==> src/rtl/clkmode_ctl.sv <==
module clkmode_ctl #(
  parameter int SYNC_DLY = 4,
  parameter int LOCK_CYC = 20
) (
  input  logic       clk,
  input  logic       rst_n,
  input  logic       reg_sel,
  input  logic       reg_wr,
  input  logic [1:0] reg_addr,
  input  logic [7:0] reg_wdata,
  output logic [7:0] reg_rdata,
  output logic       fll_en,
  output logic       pll_en,
  output logic [2:0] clk_mode
);
  localparam int CNT_W = $clog2(LOCK_CYC + 1);

  logic [1:0] src_q, spare_q;
  logic [2:0] rdiv_q;
  logic       irefs_q, lp_q, plls_q, lock_q;
  logic [3:0] vdiv_q;
  logic [CNT_W-1:0] cnt_q;
  logic [3:0] sync_pipe [SYNC_DLY];
  logic [3:0] tgt, stat;

  wire wr_c1 = reg_sel & reg_wr & (reg_addr == 2'd0);
  wire wr_c2 = reg_sel & reg_wr & (reg_addr == 2'd1);
  wire wr_c3 = reg_sel & reg_wr & (reg_addr == 2'd2);

  wire [1:0] src_n  = wr_c1 ? reg_wdata[7:6] : src_q;
  wire       lp_n   = wr_c2 ? reg_wdata[3]   : lp_q;
  wire       plls_n = wr_c3 ? reg_wdata[6]   : plls_q;
  wire       pll_on_n = plls_n & ~(lp_n & (src_n != 2'b00));

  wire lp_gate = lp_q & (src_q != 2'b00);
  assign pll_en = plls_q & ~lp_gate;
  assign fll_en = ~plls_q & ~lp_gate;

  wire kill = ~pll_en | ~pll_on_n
            | (wr_c1 & (reg_wdata[5:3] != rdiv_q))
            | (wr_c3 & (reg_wdata[3:0] != vdiv_q));

  always_ff @(posedge clk or negedge rst_n) begin
    if (!rst_n) begin
      src_q <= 2'b00; rdiv_q <= 3'd0; irefs_q <= 1'b1; spare_q <= 2'b00;
      lp_q <= 1'b0; plls_q <= 1'b0; vdiv_q <= 4'd0;
    end else begin
      if (wr_c1) {src_q, rdiv_q, irefs_q, spare_q} <= reg_wdata;
      if (wr_c2) lp_q <= reg_wdata[3];
      if (wr_c3) begin
        plls_q <= reg_wdata[6];
        vdiv_q <= reg_wdata[3:0];
      end
    end
  end

  always_ff @(posedge clk or negedge rst_n) begin
    if (!rst_n) begin
      cnt_q <= '0; lock_q <= 1'b0;
    end else if (kill) begin
      cnt_q <= '0; lock_q <= 1'b0;
    end else if (!lock_q) begin
      cnt_q <= cnt_q + 1'b1;
      if (cnt_q == CNT_W'(LOCK_CYC - 1)) lock_q <= 1'b1;
    end
  end

  always_comb begin
    tgt[3] = plls_q;
    tgt[2] = irefs_q;
    case (src_q)
      2'b00:   tgt[1:0] = plls_q ? 2'b11 : 2'b00;
      2'b01:   tgt[1:0] = 2'b01;
      default: tgt[1:0] = 2'b10;
    endcase
  end

  always_ff @(posedge clk or negedge rst_n) begin
    if (!rst_n) begin
      for (int i = 0; i < SYNC_DLY; i++) sync_pipe[i] <= 4'b0100;
    end else begin
      sync_pipe[0] <= tgt;
      for (int i = 1; i < SYNC_DLY; i++) sync_pipe[i] <= sync_pipe[i-1];
    end
  end
  assign stat = sync_pipe[SYNC_DLY-1];

  always_comb begin
    case (reg_addr)
      2'd0:    reg_rdata = {src_q, rdiv_q, irefs_q, spare_q};
      2'd1:    reg_rdata = {4'b0, lp_q, 3'b0};
      2'd2:    reg_rdata = {1'b0, plls_q, 2'b0, vdiv_q};
      default: reg_rdata = {1'b0, lock_q, stat[3], stat[2], stat[1:0], 2'b00};
    endcase
  end

  always_comb begin
    case (src_q)
      2'b00:   clk_mode = plls_q ? 3'd7 : (irefs_q ? 3'd0 : 3'd1);
      2'b01:   clk_mode = lp_q ? 3'd3 : 3'd2;
      default: clk_mode = lp_q ? 3'd5 : (plls_q ? 3'd6 : 3'd4);
    endcase
  end
endmodule


==> config.mk <==
export PLATFORM = sky130hd
export DESIGN_NAME = clkmode_ctl
export DESIGN_NICKNAME = d
export VERILOG_FILES = /design/src/rtl/clkmode_ctl.sv
export SDC_FILE = /design/constraint.sdc
export NUM_CORES = 1
export LEC_CHECK = 0
export BUFFER_PORTS_ARGS = -buffer_cell sky130_fd_sc_hd__buf_2
export CORE_MARGIN = 5
export CORE_UTILIZATION = 41
export DETAILED_ROUTE_END_ITERATION = 8
export PLACE_DENSITY_LB_ADDON = 0.3
export RECOVER_POWER = 100
export SLEW_MARGIN = 20
export SYNTH_ARGS = -nofsm -noshare
export SYNTH_HDL_FRONTEND = slang
export SYNTH_SLANG_ARGS = --single-unit
==> constraint.sdc <==
create_clock -name clk -period 1.3 [get_ports clk]
set_clock_uncertainty 0.1 [all_clocks]
set_input_delay 0.065 -clock clk [delete_from_list [all_inputs] [get_ports clk]]
set_output_delay 0.065 -clock clk [all_outputs]
set_load 0.005 [all_outputs]
==> summary.txt <==
Die
  – Initial Util: between 40% and 50%
  – Ports: 27
  – Cell row count: 22
  – Chip Width: 71.6 um
  – Core ar.: 3660 um2
  – Die ar.: approximately 5100 um2
  – Die Y: 71.6 um

Timing
  – Final worst-path cycle share: 120%
  – Setup violators final: 14
  – Slew at the pin closest to its max-slew limit: about 830 ps
  – Hold Fails Final Rpt: 0
  – Rel. slew slack: 44.5%
  – Fmax: approximately 640 MHz
  – RSZ-0062 raised after global routing: yes
  – Fin Setup TNS: -1790 ps
  – Final WS setup: -258 ps
  – Max Slew Vio Count: 0
  – Tmin final: 1560 ps

Global routing
  – Global-route track usage on met3: 5.47%
  – GR Overflow Total: 0
  – Initial antenna violation count: 0
  – Met2 usage: 26.5%
  – GR Util All Layers: 15.4%
  – Largest net degree at the start of global routing: 23
  – Vias in the first global route: 1274
  – Met1 usage: ~18%
  – First-pass GRT wire length: 6.03 mm
  – Layer with the highest usage: met2

Worst setup path
  – Worst-path maximum fanout: 2
  – Worst path slowest cell: mux4_2
  – Setup crit end: reg_rdata[3]
  – CP Class: flip-flop to output pin
  – CP bufs+invs: 2
  – CP Capture Type: output pin
  – Reg-to-reg critical path startpoint: src_q[0]
  – Levels on crit path: 3
  – Worst Setup Start Kind: flip-flop
  – Setup crit start: rdiv_q[0]
  – CP max stage delay: 450 ps
  – FF-to-FF End: cnt_q[4]
  – Crit-path leading delay family: multiplexers
  – R2R Setup Slk: -130 ps
  – Cell Chain, Critical Path: buf_6 -> mux4_2 -> buf_2
  – Worst Reg2Reg Path Length in Cells: 4
  – Required time of the worst setup path: 1130 ps
  – WP data arrival: roughly 1400 ps

Final layout
  – FF/Latch Area: 908 um2
  – Finished layout cell area: 2200 um2
  – Nets: 197
  – Post-route insts no fill: 231
  – Multi-input logic area: around 690 um2
  – Fillers: ~300
  – Final Core Density: between 60% and 70%
  – Share of cells above drive strength 1: 49.7%
  – Area Growth Syn to Fin: 41.6%
  – Diode count: 0

Drt
  – DRT iter0 DRCs: between 40 and 50
  – Avg WL per Cell: roughly 16 um
  – Drt drc: 0
  – Drt total wl: 3.59 mm
  – Post-route antenna net violation count: 0
  – DRT Pass-1 Iters: 4
  – Vias/cell: 5.02
  – Via count: 1159

CTS
  – Htree depth: 2
  – Worst skew pair latency: between 200 and 300 ps
  – Worst-case clock buffer depth: 2
  – Num CTS Buffers: 5
  – CTS Sinks: 36
  – Root Driver: clkbuf_8
  – Worst-path clk slew: 60 ps
  – CTS tree: yes

Logic synthesis
  – Synth cell count leaders: dfrtp_1 (31), mux2_2 (12), nor2_1 (8)
  – EDFF count, synth: 0
  – Synth top area cells: dfrtp_1 (50%), mux2_2 (8.7%), dfstp_2 (8.4%), xor2_1 (3.4%), xnor2_1 (2.8%)
  – Area leader, netlist: dfrtp_1
  – Seq/Total Area, Yosys: 58.3%
  – Mapped cell area: 1560 um2
  – Prevailing post-synth register cell: dfrtp_1
  – Yosys top cell area share: 49.8%
  – Top-count cell post-synth: dfrtp_1
  – Async set-reset flop share out of synthesis: 100%
  – Syn. warnings: 0
  – Syn nets: 135
  – Distinct cells, synth: 33
  – Syn Area/Cell: 13.0 um2
  – #FFs+latches synth: 36
  – Synth Instances: 120

Run
  – Max Cap Viol: 0

Worst hold path
  – HP Class: primary input to flip-flop

Power
  – Pleak: 0.999 nW
  – Max IR drop VDD: 1.17 mV
  – Power per cell area: 1470 nW/um2

Outcome
  – Failing checks: setup timing
  – Outcome: complete, but fails checks

Placement
  – Port-buffer cells: 26
  – Placer Congestion: around 0.96
  – Dpl hpwl: between 2 and 2.5 mm
  – DP Cell Count: 206
  – Placed Area: 1860 um2
  – Post-place setup slack: -147 ps
cell families (layout without fill, tap and decap cells):
logic type	after synthesis	count (layout)	share of synthesized area (%)
mux	18	18	13.7
flops	36	36	58.3
simple gates	30	30	11.3
buf+inv	9	72	3.05
xor+xnor	11	11	6.19
fa+ha+maj	1	1	0.804
compound gates	15	15	6.75
layer usage:
layer,vias up,part of all wire (%)
met5,-,0
met1,578,41
met2,30,51
li1,543,-
met4,0,1.9
met3,8,5.8
worst min path at each step:
stage / startpoint / to / cells past startpoint
floorplan: rst_n / cnt_q[0] / 0
detailed placement: rst_n / sync_pipe[4] / 1
global route: reg_wdata[3] / rdiv_q[0] / 2
CTS: reg_wdata[3] / rdiv_q[0] / 2
finish: reg_wdata[3] / rdiv_q[0] / 2
global placement: rst_n / sync_pipe[4] / 1
flip-flops by register name, summed over array words and instances, names as in the netlist:
signal     flops
plls_q         1
sync_pipe     12
cnt_q          5
irefs_q        1
vdiv_q         4
lp_q           1
spare_q        2
stat           4
rdiv_q         3
lock_q         1
src_q          2
power by group:
part	switching, mW	total [mW]	leakage [nW]	internal (mW)
Clock	0.362	0.742	0.0395	0.380
Combinational	0.408	0.981	0.527	0.573
Sequential	0.143	1.52	0.432	1.37
Total	0.912	3.24	0.999	2.33
repair_timing:
item,CTS,global route
hold endpoints to repair,47,0
cloned,0,0
hold buffers,8,0
setup buffers,8,1
gates resized for setup,27,9
pin swaps,11,7
setup endpoints to repair,14,17
final cells by class:
cell class	instances	share of cell area (%)
Inverter	4	0.681
Timing Repair Buffer	60	20.4
Clock buffer	8	3.63
Tap cell	48	2.72
Multi-Input combinational cell	75	31.3
Sequential cell	36	41.2
through the flow:
stage | total power, mW | hold slack, ps
after floorplan | 1.88 | -331
after global placement | 2.18 | -116
after detailed placement | 2.20 | -106
after CTS | 3.20 | 5.22
after global routing | 3.43 | 11.0
final | 3.24 | 10.3
cells in the final DEF (no fill, tap or decap), types with 2 or more instances in the layout:
master / synthesis / final
inv_1: 4 / 3
nor3_2: 0 / 6
nand2_1: 4 / 3
clkbuf_1: 1 / 8
and2_4: 0 / 3
dlygate4sd3_1: 0 / 8
buf_6: 1 / 11
o21ai_2: 1 / 2
xor2_1: 6 / 6
dfstp_2: 5 / 5
xnor2_1: 5 / 5
nand4b_1: 3 / 4
nor2_1: 8 / 7
a22o_1: 4 / 4
o21ai_0: 4 / 2
buf_4: 1 / 13
mux2i_1: 4 / 4
mux2_4: 1 / 2
buf_2: 2 / 19
clkbuf_8: 0 / 5
mux2_2: 12 / 11
clkbuf_4: 0 / 2
dfrtp_1: 31 / 30
(Power assumes the default switching activity.)
